[src/rtl/sccb_pkg.sv]
package sccb_pkg;
  // Slot kinds on the serial link
  typedef enum logic [1:0] {
    SL_IDLE  = 2'd0,
    SL_START = 2'd1,
    SL_BIT   = 2'd2,
    SL_STOP  = 2'd3
  } slot_e;

  // One register write as seen from the request side
  typedef struct packed {
    logic [7:0] reg_addr;
    logic [7:0] reg_data;
  } wr_req_t;

  localparam int unsigned BITS_PER_BYTE   = 9;  // eight data bits plus released bit
  localparam int unsigned BYTES_PER_WRITE = 3;  // identity, index, value
  localparam int unsigned FRAME_W         = 8 * BYTES_PER_WRITE;
endpackage

[src/rtl/sccb_qtr_tick.sv]
module sccb_qtr_tick #(
  parameter int unsigned QTR_CYC = 250
) (
  input  logic clk,
  input  logic rst_n,
  input  logic run,
  output logic tick
);
  localparam int unsigned CW = (QTR_CYC > 1) ? $clog2(QTR_CYC) : 1;
  localparam logic [CW-1:0] LAST = CW'(QTR_CYC - 1);

  logic [CW-1:0] cnt_q;
  logic [CW-1:0] cnt_d;

  always_comb begin
    cnt_d = cnt_q;
    if (!run) begin
      cnt_d = '0;
    end else if (cnt_q == LAST) begin
      cnt_d = '0;
    end else begin
      cnt_d = cnt_q + 1'b1;
    end
  end

  always_ff @(posedge clk or negedge rst_n) begin
    if (!rst_n) begin
      cnt_q <= '0;
    end else begin
      cnt_q <= cnt_d;
    end
  end

  assign tick = run && (cnt_q == LAST);
endmodule

[src/rtl/sccb_boot_seq.sv]
module sccb_boot_seq
  import sccb_pkg::*;
#(
  parameter int unsigned BOOT_LEN = 3,
  parameter logic [BOOT_LEN*16-1:0] BOOT_LIST = '0
) (
  input  logic    clk,
  input  logic    rst_n,
  input  logic    take,
  output logic    pending,
  output wr_req_t entry
);
  localparam int unsigned IW = $clog2(BOOT_LEN + 1);
  localparam logic [IW-1:0] END_IDX = IW'(BOOT_LEN);

  logic [IW-1:0] idx_q;
  logic [IW-1:0] idx_d;
  wr_req_t       tbl [BOOT_LEN];

  for (genvar g = 0; g < BOOT_LEN; g++) begin : g_tbl
    assign tbl[g] = BOOT_LIST[16*g +: 16];
  end

  assign pending = (idx_q != END_IDX);

  always_comb begin
    entry = '0;
    for (int i = 0; i < BOOT_LEN; i++) begin
      if (idx_q == IW'(i)) begin
        entry = tbl[i];
      end
    end
  end

  always_comb begin
    idx_d = idx_q;
    if (take && pending) begin
      idx_d = idx_q + 1'b1;
    end
  end

  always_ff @(posedge clk or negedge rst_n) begin
    if (!rst_n) begin
      idx_q <= '0;
    end else begin
      idx_q <= idx_d;
    end
  end
endmodule

[src/rtl/sccb_write_engine.sv]
module sccb_write_engine
  import sccb_pkg::*;
#(
  parameter int unsigned QTR_CYC = 250
) (
  input  logic               clk,
  input  logic               rst_n,
  input  logic               start,
  input  logic [7:0]         id_byte,
  input  wr_req_t            req,
  output logic               busy,
  output logic               done,
  output logic               scl_low,
  output logic               sda_low,
  output slot_e              slot_o,
  output logic [3:0]         bit_o,
  output logic [FRAME_W-1:0] frame_o
);
  localparam logic [3:0] LAST_BIT  = 4'(BITS_PER_BYTE - 1);
  localparam logic [1:0] LAST_BYTE = 2'(BYTES_PER_WRITE - 1);

  slot_e              slot_q, slot_d;
  logic [1:0]         qtr_q, qtr_d;
  logic [3:0]         bit_q, bit_d;
  logic [1:0]         byte_q, byte_d;
  logic [FRAME_W-1:0] frame_q, frame_d;
  logic               done_q, done_d;
  logic               tick;
  logic [7:0]         cur_byte;
  logic               bit_val;
  logic               scl_hi;
  logic               sda_hi;

  sccb_qtr_tick #(
    .QTR_CYC(QTR_CYC)
  ) u_tick (
    .clk  (clk),
    .rst_n(rst_n),
    .run  (slot_q != SL_IDLE),
    .tick (tick)
  );

  // next-state logic
  always_comb begin
    slot_d  = slot_q;
    qtr_d   = qtr_q;
    bit_d   = bit_q;
    byte_d  = byte_q;
    frame_d = frame_q;
    done_d  = 1'b0;
    if (slot_q == SL_IDLE) begin
      if (start) begin
        slot_d  = SL_START;
        qtr_d   = 2'd0;
        bit_d   = 4'd0;
        byte_d  = 2'd0;
        frame_d = {id_byte, req.reg_addr, req.reg_data};
      end
    end else if (tick) begin
      qtr_d = qtr_q + 2'd1;
      if (qtr_q == 2'd3) begin
        case (slot_q)
          SL_START: slot_d = SL_BIT;
          SL_BIT: begin
            if (bit_q == LAST_BIT) begin
              bit_d = 4'd0;
              if (byte_q == LAST_BYTE) begin
                slot_d = SL_STOP;
              end else begin
                byte_d = byte_q + 2'd1;
              end
            end else begin
              bit_d = bit_q + 4'd1;
            end
          end
          SL_STOP: begin
            slot_d = SL_IDLE;
            done_d = 1'b1;
          end
          default: slot_d = SL_IDLE;
        endcase
      end
    end
  end

  // state registers
  always_ff @(posedge clk or negedge rst_n) begin
    if (!rst_n) begin
      slot_q  <= SL_IDLE;
      qtr_q   <= 2'd0;
      bit_q   <= 4'd0;
      byte_q  <= 2'd0;
      frame_q <= '0;
      done_q  <= 1'b0;
    end else begin
      slot_q  <= slot_d;
      qtr_q   <= qtr_d;
      bit_q   <= bit_d;
      byte_q  <= byte_d;
      frame_q <= frame_d;
      done_q  <= done_d;
    end
  end

  // byte currently on the wire
  always_comb begin
    case (byte_q)
      2'd0:    cur_byte = frame_q[23:16];
      2'd1:    cur_byte = frame_q[15:8];
      default: cur_byte = frame_q[7:0];
    endcase
  end

  assign bit_val = cur_byte[3'd7 - bit_q[2:0]];

  // line levels per slot and quarter
  always_comb begin
    scl_hi = 1'b1;
    sda_hi = 1'b1;
    case (slot_q)
      SL_START: begin
        scl_hi = (qtr_q != 2'd3);
        sda_hi = (qtr_q < 2'd2);
      end
      SL_BIT: begin
        scl_hi = (qtr_q == 2'd1) || (qtr_q == 2'd2);
        sda_hi = (bit_q == LAST_BIT) ? 1'b1 : bit_val;
      end
      SL_STOP: begin
        scl_hi = (qtr_q != 2'd0);
        sda_hi = (qtr_q >= 2'd2);
      end
      default: begin
        scl_hi = 1'b1;
        sda_hi = 1'b1;
      end
    endcase
  end

  assign scl_low = !scl_hi;
  assign sda_low = !sda_hi;
  assign busy    = (slot_q != SL_IDLE);
  assign done    = done_q;
  assign slot_o  = slot_q;
  assign bit_o   = bit_q;
  assign frame_o = frame_q;
endmodule

[src/rtl/sccb_cfg_writer.sv]
module sccb_cfg_writer
  import sccb_pkg::*;
#(
  parameter int unsigned QTR_CYC = 250,
  parameter logic [7:0]  DEV_ID  = 8'h42,
  parameter int unsigned BOOT_LEN = 3,
  parameter logic [BOOT_LEN*16-1:0] BOOT_LIST = 48'h1480_1100_1280
) (
  input  logic       clk,
  input  logic       rst_n,
  input  logic       req_valid,
  input  logic [7:0] req_addr,
  input  logic [7:0] req_data,
  output logic       busy,
  output logic       done,
  output logic       scl_low,
  output logic       sda_low
);
  logic [1:0]         rsync_q;
  logic               rst_core_n;
  logic               boot_pending;
  wr_req_t            boot_entry;
  wr_req_t            host_req;
  wr_req_t            eng_req;
  logic               eng_busy;
  logic               eng_start;
  logic               boot_take;
  slot_e              eng_slot;
  logic [3:0]         eng_bit;
  logic [FRAME_W-1:0] eng_frame;

  // asynchronous assert, synchronous release
  always_ff @(posedge clk or negedge rst_n) begin
    if (!rst_n) begin
      rsync_q <= 2'b00;
    end else begin
      rsync_q <= {rsync_q[0], 1'b1};
    end
  end
  assign rst_core_n = rsync_q[1];

  assign host_req.reg_addr = req_addr;
  assign host_req.reg_data = req_data;

  // power-on list has priority; host only sees a free block once it is empty
  assign boot_take = !eng_busy && boot_pending;
  assign eng_start = !eng_busy && (boot_pending || req_valid);
  assign eng_req   = boot_pending ? boot_entry : host_req;
  assign busy      = eng_busy || boot_pending;

  sccb_boot_seq #(
    .BOOT_LEN (BOOT_LEN),
    .BOOT_LIST(BOOT_LIST)
  ) u_boot (
    .clk    (clk),
    .rst_n  (rst_core_n),
    .take   (boot_take),
    .pending(boot_pending),
    .entry  (boot_entry)
  );

  sccb_write_engine #(
    .QTR_CYC(QTR_CYC)
  ) u_eng (
    .clk    (clk),
    .rst_n  (rst_core_n),
    .start  (eng_start),
    .id_byte(DEV_ID),
    .req    (eng_req),
    .busy   (eng_busy),
    .done   (done),
    .scl_low(scl_low),
    .sda_low(sda_low),
    .slot_o (eng_slot),
    .bit_o  (eng_bit),
    .frame_o(eng_frame)
  );
endmodule

[config.mk]
export PLATFORM = sky130hd
export DESIGN_NAME = sccb_cfg_writer
export DESIGN_NICKNAME = d
export VERILOG_FILES = /design/src/rtl/sccb_pkg.sv /design/src/rtl/sccb_qtr_tick.sv /design/src/rtl/sccb_boot_seq.sv /design/src/rtl/sccb_write_engine.sv /design/src/rtl/sccb_cfg_writer.sv
export SDC_FILE = /design/constraint.sdc
export NUM_CORES = 1
export LEC_CHECK = 0
export BUFFER_PORTS_ARGS = -buffer_cell sky130_fd_sc_hd__buf_2
export CAP_MARGIN = 40
export CELL_PAD_IN_SITES_DETAIL_PLACEMENT = 1
export CELL_PAD_IN_SITES_GLOBAL_PLACEMENT = 1
export CORE_ASPECT_RATIO = 0.5
export CORE_MARGIN = 2
export CORE_UTILIZATION = 50
export CTS_BUF_LIST = sky130_fd_sc_hd__clkbuf_4 sky130_fd_sc_hd__clkbuf_8 sky130_fd_sc_hd__clkbuf_16
export CTS_CLUSTER_SIZE = 28
export DETAILED_ROUTE_END_ITERATION = 12
export GPL_TIMING_DRIVEN = 0
export MAX_ROUTING_LAYER = met4
export PLACE_DENSITY = 0.89
export SLEW_MARGIN = 20
export SYNTH_ARGS = -nofsm -noshare
export SYNTH_HDL_FRONTEND = slang
export SYNTH_SLANG_ARGS = --single-unit
[constraint.sdc]
create_clock -name clk -period 3.09 [get_ports clk]
set_input_delay 0.309 -clock clk [delete_from_list [all_inputs] [get_ports clk]]
set_output_delay 0.309 -clock clk [all_outputs]
set_load 0.01 [all_outputs]
== Word level (Yosys, flattened, before mapping) ==
Cells that the tools add are included.

* Flip-flop bits (word level): 40
* Latch bits: 0
* Bits in writable memories: 0
* ROM bits: 0
* Input bits: 19
* Output and inout bits: 4
* Word-level logic and storage cells: 98
* Memories kept: 0

* Add/subtract/negate cells: 6
* Multiply operators: 0
* Div/mod/pow operators: 0
* $lt $le $gt $ge: 3
* Eq/ne operators: 18
* Shift-type cells: 0
* Multiplexer cells: 38
* Bitwise logic cells: 0
* Reductions and logical operators: 24

{| class="wikitable"
|+ Operator list
! cell !! number
|-
| 2-to-1 mux 16 bit || 3
|-
| 2-to-1 mux 2 bit || 15
|-
| 2-to-1 mux 4 bit || 6
|-
| 2-to-1 mux 8 bit || 2
|-
| case mux 8 bit (2 select lines) || 1
|-
| 2-to-1 mux 13 bit || 1
|-
| == test 2 bit, second input constant || 6
|-
| nonzero test 2 bit || 6
|-
| adder 8 x 1 -> 8 bit, second input constant || 1
|-
| == test 2 x 1 -> 1 bit, second input constant || 4
|-
| == test 8 bit, second input constant || 1
|-
| adder 2 x 1 -> 2 bit, second input constant || 3
|-
| logical NOT 2 bit || 3
|-
| 2-to-1 mux 1 bit || 6
|-
| inequality test 2 bit, second input constant || 3
|-
| inequality test 3 x 1 -> 1 bit, second input constant || 2
|-
| case mux 1 bit (3 select lines) || 2
|-
| AND reduction 6 bit || 1
|-
| AND reduction 5 bit || 1
|-
| adder 4 x 1 -> 4 bit, second input constant || 1
|-
| == test 4 bit, second input constant || 1
|-
| logical AND 1 bit || 4
|-
| less-than comparator 3 x 4 -> 1 bit, second input constant || 1
|-
| case mux 2 bit (2 select lines) || 1
|-
| 9 further kinds || 14
|}

== Logic depth before layout (Yosys ltp) ==
Gate-level depths: netlist (run 1).

* Depth in word-level cells: 7
* Depth in mapped cells: 7
* Mapped depth without buffers: 6

== By module ==
Synthesis (run 1) repeated with hierarchy kept, for this count alone.

* Cell total of the unflattened synthesis: 257
* Area, all modules: 2820.2 µm²

{| class="wikitable"
|+ By module, submodules not included
! module !! times used !! cells each !! area an instance (µm²) !! sequential area each (µm²)
|-
| sccb_write_engine || 1 || 163 || 1848.0 || 875.8
|-
| sccb_qtr_tick || 1 || 43 || 405.4 || 200.2
|-
| sccb_cfg_writer || 1 || 25 || 317.8 || 50.0
|-
| sccb_boot_seq || 1 || 26 || 249.0 || 50.0
|}

== Worst setup path after synthesis (run 1) ==
Ideal clock, no wire load.

* Path kind: register to output
* From: reg u_eng.byte_q[0]
* To: out sda_low
* Arrival time: 1.745 ns
* Data required time: 2.781 ns
* Setup slack: 1.036 ns
* Stages on the path, launching flop included: 7
* Path buffers: 1
* Path through: dfrtp_1 -> ha_1 -> buf_6 -> a22o_1 -> a211o_1 -> a311o_1 -> a31oi_1

* Word-level cells in the longest chain between the ends: 7
* Elaborated cells between the ends (all ways): 8
* Classes of those cells: 1 x eq/ne; 5 x mux; 2 x reduce/logical

{| class="wikitable"
|+ Ends and longest elaborated chain
! what !! RTL line !! text
|-
| start, declared || sccb_write_engine.sv:25 || <nowiki>logic [1:0] byte_q, byte_d;</nowiki>
|-
| start signal, assigned || sccb_write_engine.sv:99 || <nowiki>byte_q <= byte_d;</nowiki>
|-
| == test 2 x 1 -> 1 bit / logical NOT 2 bit (equally long branches) || sccb_write_engine.sv:107 || <nowiki>case (byte_q)</nowiki>
|-
| case mux 8 bit (2 select lines) * || sccb_write_engine.sv:107 ||
|-
| binary-select mux 1 bit (select 3 bit) * || sccb_write_engine.sv:114 || <nowiki>assign bit_val = cur_byte[3'd7 - bit_q[2:0]];</nowiki>
|-
| 2-to-1 mux 1 bit (not written as such) * || sccb_write_engine.sv:114 ||
|-
| 2-to-1 mux 1 bit * || sccb_write_engine.sv:127 || <nowiki>sda_hi = (bit_q == LAST_BIT) ? 1'b1 : bit_val;</nowiki>
|-
| case mux 1 bit (3 select lines) * || sccb_write_engine.sv:120 || <nowiki>case (slot_q)</nowiki>
|-
| logical NOT 1 bit * || sccb_write_engine.sv:141 || <nowiki>assign sda_low = !sda_hi;</nowiki>
|-
| end, declared || sccb_cfg_writer.sv:17 || <nowiki>output logic sda_low</nowiki>
|}

Every way passes the cells marked *; elsewhere a longest branch is shown, timed or not. The select of a mux whose other input is x is not followed.

== Worst setup path in the final report (run 1) ==
Same ends and word-level chain as after synthesis.

==> summary.txt, run 1 <==
Run status
  • Status: completed

Worst setup path
  • Startpoint types: register
  • CP Class: register to primary output
  • Worst EP required: roughly 2.8 ns
  • Crit end category: primary output
  • Reg2Reg Depth: 6
  • Crit path DAT: between 2 and 2.5 ns
  • Crit-path max FO: 6

Floorplan
  • Rows: 17
  • Die height: around 52 um
  • Die width: a little over 100 um
  • IO Count: 23
  • Die ar.: 0.00529 sq mm
  • Initial Util: between 50% and 60%
  • Core Footprint: roughly 0.0044 sq mm

Route
  • Final ANT Viol Nets: 0
  • TritonRoute pass-1 iters: 5
  • DRT Wirelength: 6020 um
  • Iteration-0 DRC Markers: ~80
  • Via count: 1902
  • Vias/cell: around 6
  • Routed len/inst: just under 20 um
  • Final routed DRC violation total: 0

STA
  • Fin crit share: between 90% and 100%
  • WHS: approximately 0.15 ns
  • Achievable Freq: 0.359 GHz
  • Post-route setup slack: approximately 0.3 ns
  • Unrepaired setup endpoints after global routing: no
  • Slew margin rel.: 64.8%
  • Setup_tns: 0 ns
  • Worst-Margin Slew: 0.524 ns
  • Final min period: 2.79 ns
  • Setup-failing EPs final: 0
  • Final Hold Fails: 0
  • Setup Skew: about 0.0033 ns
  • Final max-slew violation count: 0

Clocking
  • Hold buffer count at CTS: 1
  • Clk sinks: 40
  • Post CTS Setup Buffer Count: 0
  • Skew-Pair Late Insertion Delay: 0.30 ns
  • H-Tree Depth: 2
  • Clock transition at path regs: approximately 0.080 ns
  • Root buf cell: clkbuf_8
  • Longest Clk Path Bufs: 2
  • Cts repair resizes: 0
  • Num CTS Buffers: 5
  • CTS tree: yes

GRT
  • Total track usage: 25.8%
  • Largest net degree at the start of global routing: 29
  • GRT Residual Overflow: 0
  • Vias in the first global route: 1988
  • First-pass GRT wire length: approximately 10000 um
  • Initial antenna violation count: 0

Power and ir drop
  • LEAKAGE: 1.25 nW
  • PD cells: around 360 mW/mm^2
  • Seq pwr share: 56.0%
  • Total internal power: about 740 uW
  • Clk network pwr share: between 40 and 50%
  • Switching Fraction: 21.9%
  • Combinational power share: about 3.1%
  • Tot Pwr: 944 uW
  • NetSw: 206 uW
  • Peak VDD IR: 0.174 mV

Yosys
  • Synth unique cells: 49
  • Largest family of logic cells by synthesized area: compound AO/OA/AOI/OAI gates
  • Top cell type's share of synthesized area: between 40 and 50%
  • Synthesized flop and latch total: 40
  • Main synth FF type: dfrtp_1
  • Post-Synth Simple-Gate Area: ~13%
  • Synth area leader: dfrtp_1
  • Synth top cells by count: dfrtp_1, a22o_1, ha_1
  • Post-synthesis adder-cell area fraction: a little over a tenth
  • Post-synthesis cell area: ~0.0023 sq mm
  • Ys Warns: 0
  • Largest cells by area after synthesis: dfrtp_1, ha_1, a22o_1
  • Post-synthesis xor/xnor area fraction: between 2 and 3%
  • Proportion of synthesized area in mux cells: ~3.1%
  • Top-count cell post-synth: dfrtp_1
  • Post-synth EDFFs: 0
  • FFs w/ async S/R, synth: between 90% and 100%
  • Synth Area in Compound Gates: ~22%
  • Net Count, Synth: 262
  • Post-Synthesis Cells: between 200 and 250
  • Avg Synthesized Cell Area: 10.5 sq um
  • Sequential area share after synthesis: around 43%

Placement
  • HPWL after DPL: approximately 4400 um
  • Dpl ws: just under 0.7 ns
  • GPL Wtd Cong: around 0.90
  • Buffers added on ports: 22

Cells and area
  • Fillcell total: between 400 and 500
  • Utilization after layout: 59.8%
  • Layout cells sized above 1: 18.1%
  • Nets: 293
  • Diode count: 0
  • Area Overhead vs Synth: 13.2%

Flow run
  • MaxCap Viol Count: 0

Hold path
  • Min-Delay Path Class: register to asynchronous set/reset pin
layer usage:
metal  global-route usage (%)  vias up  part of all wire, %
met5                        -        -                    0
met4                     5.86        0                 0.40
met3                     5.73        5                  2.9
met2                     43.7       32                   51
met1                     32.4      982                   46
li1                         -      883                    -
final timing paths:
check	to	slack [ns]	from
setup reg to reg	u_eng.bit_o[3]$_DFFE_PN0P_	1.01	u_eng.slot_o[0]$_DFFE_PN0P_
hold reg to reg	u_eng.u_tick.cnt_q[6]$_DFF_PN0_	0.15	rsync_q[1]$_DFF_PN0_
hold / removal	u_eng.u_tick.cnt_q[6]$_DFF_PN0_	0.15	rsync_q[1]$_DFF_PN0_
setup / recovery	sda_low	0.30	u_eng.byte_q[0]$_DFFE_PN0P_
min in group clk	u_eng.frame_o[9]$_DFFE_PN0P_	0.31	req_addr[1]
max in group asynchronous	u_eng.frame_o[12]$_DFFE_PN0P_	2.50	rsync_q[1]$_DFF_PN0_
power groups by stage:
stage	clock network, mW	logic [mW]	registers (mW)
2_1_floorplan	0	0.00504	0.543
3_3_place_gp	0	0.0175	0.546
3_5_place_dp	0	0.0287	0.540
4_1_cts	0.392	0.0294	0.529
5_1_grt	0.416	0.0326	0.529
6_report	0.386	0.0291	0.529
worst max-delay path, cell delays in order, from the launching register on:
cell and delay (ns):
dfrtp_1 0.42, inv_1 0.13, ha_1 0.33, nor2_1 0.18, a221o_2 0.39, a311o_1 0.37, a31oi_1 0.19, buf_2 0.16
logic make-up after synthesis:
| group | count (synthesis) |
|---|---|
| and+or+nand+nor | 50 |
| xor gates and xnor gates | 7 |
| adders and majority gates | 20 |
| other | 1 |
| AOI/OAI and AO/OA | 70 |
| buffers and inverters | 28 |
| muxes | 7 |
| DFF | 40 |
cell usage in the layout (no fill, tap or decap), drive strengths merged, types with 6 or more instances in the layout:
cell type and count:
dfrtp 40, a22o 28, buf 27, ha 20, inv 19, o21ai 14, nand2 13, clkbuf 12
nor2 10, a21oi 6
sequential cells by signal, summed over array words and instances, names as in the netlist:
register            flops
u_boot.idx_q            2
u_eng.slot_o            2
u_eng.byte_q            2
u_eng.frame_o          17
u_eng.done              1
u_eng.u_tick.cnt_q      8
u_eng.bit_o             4
rsync_q                 2
u_eng.qtr_q             2
through the flow:
stage,cell area (sq um),std cells
global placement,2530,302
global route,2660,311
floorplan,2350,223
finish,2660,311
CTS,2660,311
detailed placement,2550,303
layout make-up:
| cell class | count | area [sq um] | area share (%) |
|---|---|---|---|
| Inverter | 19 | 71.3 | 2.68 |
| Clock buffer | 7 | 96.3 | 3.63 |
| Sequential cell | 40 | 1000 | 37.7 |
| Timing Repair Buffer | 24 | 140 | 5.28 |
| Tap cell | 57 | 71.3 | 2.68 |
| Buffer | 9 | 47.5 | 1.79 |
| Multi-Input combinational cell | 155 | 1230 | 46.2 |
(Power assumes the default switching activity.)
==> run 2: changes to the inputs <==
--- a/config.mk
+++ b/config.mk
@@ -17,7 +17,7 @@
 export DETAILED_ROUTE_END_ITERATION = 12
 export GPL_TIMING_DRIVEN = 0
 export MAX_ROUTING_LAYER = met4
-export PLACE_DENSITY = 0.89
+export PLACE_DENSITY_LB_ADDON = 0.1
 export SLEW_MARGIN = 20
 export SYNTH_ARGS = -nofsm -noshare
 export SYNTH_HDL_FRONTEND = slang
==> run 2 against run 1 <==
Compared with the run above:
- critical path depth is the same
- clock skew grew 0.0032 ns
- core utilization shrank 0.17 points
- count of clock-buffer cells in the layout stayed put
- critical endpoint unchanged
- highest routed layer unchanged
==> summary.txt, run 2 (same netlist as run 1, synthesis figures left out) <==
Run status
  • Status: completed

Placement
  • Dpl ws: 0.749 ns
  • Buffers added on ports: 22
  • HPWL after DPL: about 4400 um
  • GPL Wtd Cong: around 0.87

Clocking
  • Skew-Pair Late Insertion Delay: a little under 0.3 ns
  • Longest Clk Path Bufs: 2
  • Hold buffer count at CTS: 1
  • Num CTS Buffers: 5
  • Post CTS Setup Buffer Count: 0
  • Root buf cell: clkbuf_8
  • CTS tree: yes
  • H-Tree Depth: 2
  • Cts repair resizes: 0
  • Clock transition at path regs: 0.08 ns
  • Clk sinks: 40

Worst setup path
  • Reg2Reg Depth: 7
  • Worst r2r dst: u_eng.frame_o[1]$_DFFE_PN0P_
  • CP Class: register to primary output
  • R2R setup slack: between 1 and 1.5 ns
  • Crit end category: primary output
  • Worst r2r src: u_eng.slot_o[0]$_DFFE_PN0P_
  • Crit-path max FO: 6
  • Startpoint types: register
  • Worst EP required: roughly 2.8 ns
  • Crit path DAT: between 2 and 2.5 ns

GRT
  • M3 GR Usage: about 4.8%
  • First-pass GRT wire length: about 9700 um
  • Vias in the first global route: around 2000
  • GRT Residual Overflow: 0
  • Most Crowded Layer GR: met2
  • Largest net degree at the start of global routing: 32
  • Initial antenna violation count: 0
  • Met2 Use GR: a little over two fifths
  • Total track usage: 24.9%
  • M1 GR Usage: between 30% and 40%

Power and ir drop
  • Peak VDD IR: ~0.19 mV
  • Clk network pwr share: 39.1%
  • Switching Fraction: between 20% and 30%
  • Seq pwr share: approximately 58%
  • Combinational power share: approximately 3.3%
  • NetSw: 201 uW
  • PD cells: between 300 and 400 mW/mm^2
  • Total internal power: 715 uW
  • LEAKAGE: ~1.2 nW

STA
  • Post-route setup slack: between 0.4 and 0.5 ns
  • Worst-Margin Slew: 0.543 ns
  • Final Hold Fails: 0
  • Unrepaired setup endpoints after global routing: no
  • Setup-failing EPs final: 0
  • Final min period: between 2 and 3 ns
  • Achievable Freq: approximately 0.38 GHz
  • Slew margin rel.: 63.6%
  • Final max-slew violation count: 0
  • Setup_tns: 0 ns
  • Setup Skew: ~0.0065 ns
  • Fin crit share: 86.2%

Route
  • Vias/cell: about 6
  • TritonRoute pass-1 iters: 4
  • DRT Wirelength: about 5700 um
  • Iteration-0 DRC Markers: 63
  • Final ANT Viol Nets: 0
  • Routed len/inst: between 15 and 20 um
  • Final routed DRC violation total: 0
  • Via count: 1827

Floorplan
  • IO Count: 23
  • Die height: 52.5 um
  • Core Footprint: ~0.0044 sq mm
  • Die width: 101 um
  • Rows: 17
  • Die ar.: approximately 0.0053 sq mm
  • Initial Util: between 50% and 60%

Cells and area
  • Utilization after layout: roughly three fifths
  • Nets: slightly below 300
  • Area Overhead vs Synth: 12.8%
  • Commonest non-fill, non-tap cells in the layout: dfrtp_1, a22o_1, buf_2
  • Layout cells sized above 1: about 18%
  • Most common cell after layout, fill and taps aside: dfrtp_1
  • Diode count: 0
  • Number of flip-flops in the largest register: 17

Flow run
  • MaxCap Viol Count: 0

Hold path
  • Min-Delay Path Class: register to asynchronous set/reset pin
[run 2: cell types whose count changed in the layout (fill, tap and decap cells not counted), sizes merged]
cell and change:
clkinv +1
[run 2: metal layers]
metal / wire length, um / part of all wire (%) / vias up
li1: - / - / 875
met1: 2630 / 47 / 917
met2: 2800 / 50 / 28
met3: 175 / 3.1 / 7
met4: 38 / 0.67 / 0
met5: 0 / 0 / -
[run 2: power groups by stage]
stage               Combinational [mW]  Sequential (mW)  Clock [mW]
floorplan                      0.00504            0.543           0
global placement                0.0176            0.546           0
detailed placement              0.0301            0.539           0
CTS                             0.0312            0.528       0.369
global route                    0.0339            0.529       0.388
finish                          0.0300            0.528       0.358
[run 2: worst max path at each step]
stage          cells past startpoint      end                        start
6_report                           7  sda_low  u_eng.byte_q[0]$_DFFE_PN0P_
5_1_grt                            7  sda_low  u_eng.byte_q[0]$_DFFE_PN0P_
4_1_cts                            8  sda_low  u_eng.byte_q[1]$_DFFE_PN0P_
3_5_place_dp                       7  sda_low  u_eng.byte_q[0]$_DFFE_PN0P_
3_3_place_gp                       7  sda_low  u_eng.byte_q[0]$_DFFE_PN0P_
2_1_floorplan                      6  sda_low  u_eng.byte_q[0]$_DFFE_PN0P_
[run 2: metrics by stage]
step | std cells | hold slack [ns] | total power [mW] | area [sq um]
2_1_floorplan | 223 | 0.0134 | 0.548 | 2350
3_3_place_gp | 302 | 0.0943 | 0.564 | 2530
3_5_place_dp | 303 | 0.0952 | 0.569 | 2550
4_1_cts | 312 | 0.120 | 0.929 | 2650
5_1_grt | 312 | 0.138 | 0.951 | 2650
6_report | 312 | 0.113 | 0.916 | 2650
[run 2: worst max-delay path, cell delays in order (launching register included)]
cell	delay (ns)
dfrtp_1	0.39
inv_1	0.09
ha_1	0.29
or3b_2	0.51
a221oi_1	0.34
a311o_1	0.18
a31oi_1	0.09
buf_2	0.16
[run 2: area by class of cell]
type / instances / area, sq um
clock inverters: 1 / 5.00
repair buffers: 24 / 140
inverters: 19 / 71.3
multi-input cells: 155 / 1230
flip-flops and latches: 40 / 1000
clock buffers: 7 / 83.8
well taps: 57 / 71.3
fillers: 510 / 1800
plain buffers: 9 / 47.5
==> run 3: changes to the inputs <==
--- a/config.mk
+++ b/config.mk
@@ -13,6 +13,7 @@
 export CORE_MARGIN = 2
 export CORE_UTILIZATION = 50
 export CTS_BUF_LIST = sky130_fd_sc_hd__clkbuf_4 sky130_fd_sc_hd__clkbuf_8 sky130_fd_sc_hd__clkbuf_16
+export CTS_CLUSTER_DIAMETER = 150
 export CTS_CLUSTER_SIZE = 28
 export DETAILED_ROUTE_END_ITERATION = 12
 export GPL_TIMING_DRIVEN = 0
@@ -21,4 +22,5 @@
 export SLEW_MARGIN = 20
 export SYNTH_ARGS = -nofsm -noshare
 export SYNTH_HDL_FRONTEND = slang
+export SYNTH_HIERARCHICAL = 1
 export SYNTH_SLANG_ARGS = --single-unit
==> run 3 against run 2 <==
Compared with the run above:
- synthesized cell count rose by 15%
- clock skew rose by 0.0015 ns
- cell count is 21% higher
- critical endpoint is now u_eng/bit_o[0]$_DFFE_PN0P_
- largest power group unchanged
- largest cell class unchanged
- sequential share of layout area decreased by 1.8 points
- via count rose by 8.5%
- non-clock buffer count increased by 10
- die area increased by 19%
==> summary.txt, run 3 <==
Run status
  • Status: completed

Worst setup path
  • Worst EP required: between 3 and 4 ns
  • Crit-path max FO: 9
  • Crit end category: register
  • Startpoint types: register
  • CP Class: register to register
  • Crit path DAT: slightly below 3 ns

Clocking
  • Skew-Pair Late Insertion Delay: 0.29 ns
  • H-Tree Depth: 2
  • CTS tree: yes
  • Root buf cell: clkbuf_16
  • Longest Clk Path Bufs: 2
  • Clock transition at path regs: roughly 0.060 ns
  • Clk sinks: 47
  • Post CTS Setup Buffer Count: 0
  • Num CTS Buffers: 5

STA
  • Final Hold Fails: 0
  • Setup-failing EPs final: 0
  • Unrepaired setup endpoints after global routing: no
  • Setup Skew: 0.00791 ns
  • Final min period: 2.75 ns
  • Setup_tns: 0 ns
  • WHS: a little over 0.2 ns
  • Worst-Margin Slew: approximately 0.52 ns
  • Slew margin rel.: around 65%
  • Final max-slew violation count: 0
  • Achievable Freq: roughly 0.36 GHz
  • Fin crit share: about nine tenths

GRT
  • Total track usage: a little under a quarter
  • GRT Residual Overflow: 0
  • Largest net degree at the start of global routing: 29
  • First-pass GRT wire length: about 10000 um
  • Vias in the first global route: approximately 2200
  • Initial antenna violation count: 0

Placement
  • Buffers added on ports: 22
  • GPL Wtd Cong: 0.793
  • HPWL after DPL: 4510 um

Yosys
  • Synth unique cells: 50
  • Post-Synthesis Cells: between 200 and 300
  • Ys Warns: 6
  • FFs w/ async S/R, synth: 100%
  • Post-synthesis xor/xnor area fraction: under 10%
  • Synth Area in Compound Gates: between 10% and 20%
  • Top-count cell post-synth: dfrtp_1
  • Synth top cells by count: dfrtp_1, mux2_2, nand2_1
  • Proportion of synthesized area in mux cells: between 15 and 20%
  • Post-Synth Simple-Gate Area: between 10 and 15%
  • Sequential area share after synthesis: a little over two fifths
  • Main synth FF type: dfrtp_1
  • Avg Synthesized Cell Area: 11.0 sq um
  • Largest cells by area after synthesis: dfrtp_1, mux2_2, ha_1
  • Post-synthesis adder-cell area fraction: under 10%
  • Largest family of logic cells by synthesized area: multiplexers
  • Post-synthesis cell area: approximately 0.0028 sq mm
  • Synth area leader: dfrtp_1
  • Post-synth EDFFs: 0
  • Synthesized flop and latch total: 47
  • Top cell type's share of synthesized area: 41.7%

Route
  • Final routed DRC violation total: 0
  • Via count: ~2000
  • Routed len/inst: 16.4 um
  • TritonRoute pass-1 iters: 4
  • DRT Wirelength: 6230 um
  • Final ANT Viol Nets: 0
  • Vias/cell: ~5.2
  • Iteration-0 DRC Markers: 56

Floorplan
  • Rows: 19
  • IO Count: 23
  • Core Footprint: 0.00547 sq mm
  • Die ar.: 0.00629 sq mm
  • Die width: 110 um
  • Die height: 57.1 um
  • Initial Util: 51.6%

Power and ir drop
  • LEAKAGE: 1.62 nW
  • Peak VDD IR: around 0.21 mV
  • PD cells: between 300 and 400 mW/mm^2

Cells and area
  • Area Overhead vs Synth: 15.8%
  • Nets: approximately 340
  • Diode count: 0
  • Number of flip-flops in the largest register: 24
  • Most common cell after layout, fill and taps aside: dfrtp_1
  • Commonest non-fill, non-tap cells in the layout: dfrtp_1, mux2_2, buf_2
  • Layout cells sized above 1: roughly 33%

Flow run
  • MaxCap Viol Count: 0

Hold path
  • Min-Delay Path Class: register to asynchronous set/reset pin
==> run 3: cell families (layout without fill, tap and decap cells) <==
family                     count (synthesis)  after routing
DFF                                       47             47
AOI/OAI and AO/OA                         44             44
buffers and inverters                     37             69
and+or+nand+nor                           59             59
other                                      3             20
adders and majority gates                 19             19
xor gates and xnor gates                   5              5
muxes                                     43             43
==> run 3: path summary, 6_finish.rpt <==
kind / cells after the start / endpoint / slack (ns) / from
worst min register to register: 0 / u_eng/qtr_q[0]$_DFFE_PN0P_ / 0.21 / rsync_q[1]$_DFF_PN0_
min in group clk: 0 / rsync_q[1]$_DFF_PN0_ / 0.36 / rsync_q[0]$_DFF_PN0_
worst max-delay path: 10 / u_eng/bit_o[0]$_DFFE_PN0P_ / 0.34 / u_eng/slot_o[0]$_DFFE_PN0P_
worst max register to register: 10 / u_eng/bit_o[0]$_DFFE_PN0P_ / 0.34 / u_eng/slot_o[0]$_DFFE_PN0P_
worst min-delay path: 0 / u_eng/qtr_q[0]$_DFFE_PN0P_ / 0.21 / rsync_q[1]$_DFF_PN0_
max in group asynchronous: 1 / u_eng/frame_o[17]$_DFFE_PN0P_ / 2.39 / rsync_q[1]$_DFF_PN0_
==> run 3: timing repair <==
item                                    CTS  global route
hold endpoints to repair                  2             0
gates resized for setup                   0             1
endpoints found under the setup margin    0             3
hold buffers                              1             0
==> run 3: layout make-up <==
cell class,instances,area (sq um)
Fill cell,614,2200
Sequential cell,47,1180
Tap cell,73,91.3
Buffer,19,159
Multi-Input combinational cell,190,1490
Inverter,18,67.6
Clock inverter,1,5.00
Clock buffer,7,140
Timing Repair Buffer,24,140
==> run 3: metrics by stage <==
stage	utilization (%)	area (sq um)	instances	setup WS, ns	power, mW
after floorplan	-	2880	274	0.790	0.656
after global placement	56.4	3090	369	0.398	0.671
after detailed placement	56.8	3110	370	0.260	0.675
after CTS	59.7	3260	379	0.164	1.22
after global routing	59.7	3270	379	0.122	1.25
final	59.7	3270	379	0.339	1.21
==> run 3: worst max-delay path, cell delays in order, from the launching register on <==
cell and delay (ns):
dfrtp_1 0.42, inv_1 0.11, ha_1 0.20, buf_2 0.17, inv_1 0.21, inv_1 0.14, nor3_2 0.39, nand4b_1 0.27
and2_1 0.29, or3_1 0.38, o21ai_0 0.09
==> run 3: where the power goes <==
part	switching (mW)	internal (mW)	leakage [nW]
clock network	0.228	0.317	0.0747
logic	0.0167	0.0262	0.943
registers	0.00517	0.617	0.605
==> run 3: layer usage <==
layer,wire length [um],global-route usage [%],vias to the layer above
li1,-,-,969
met1,2840,26.0,985
met2,3150,40.8,21
met3,171,4.46,8
met4,68,6.43,0
met5,0,-,-
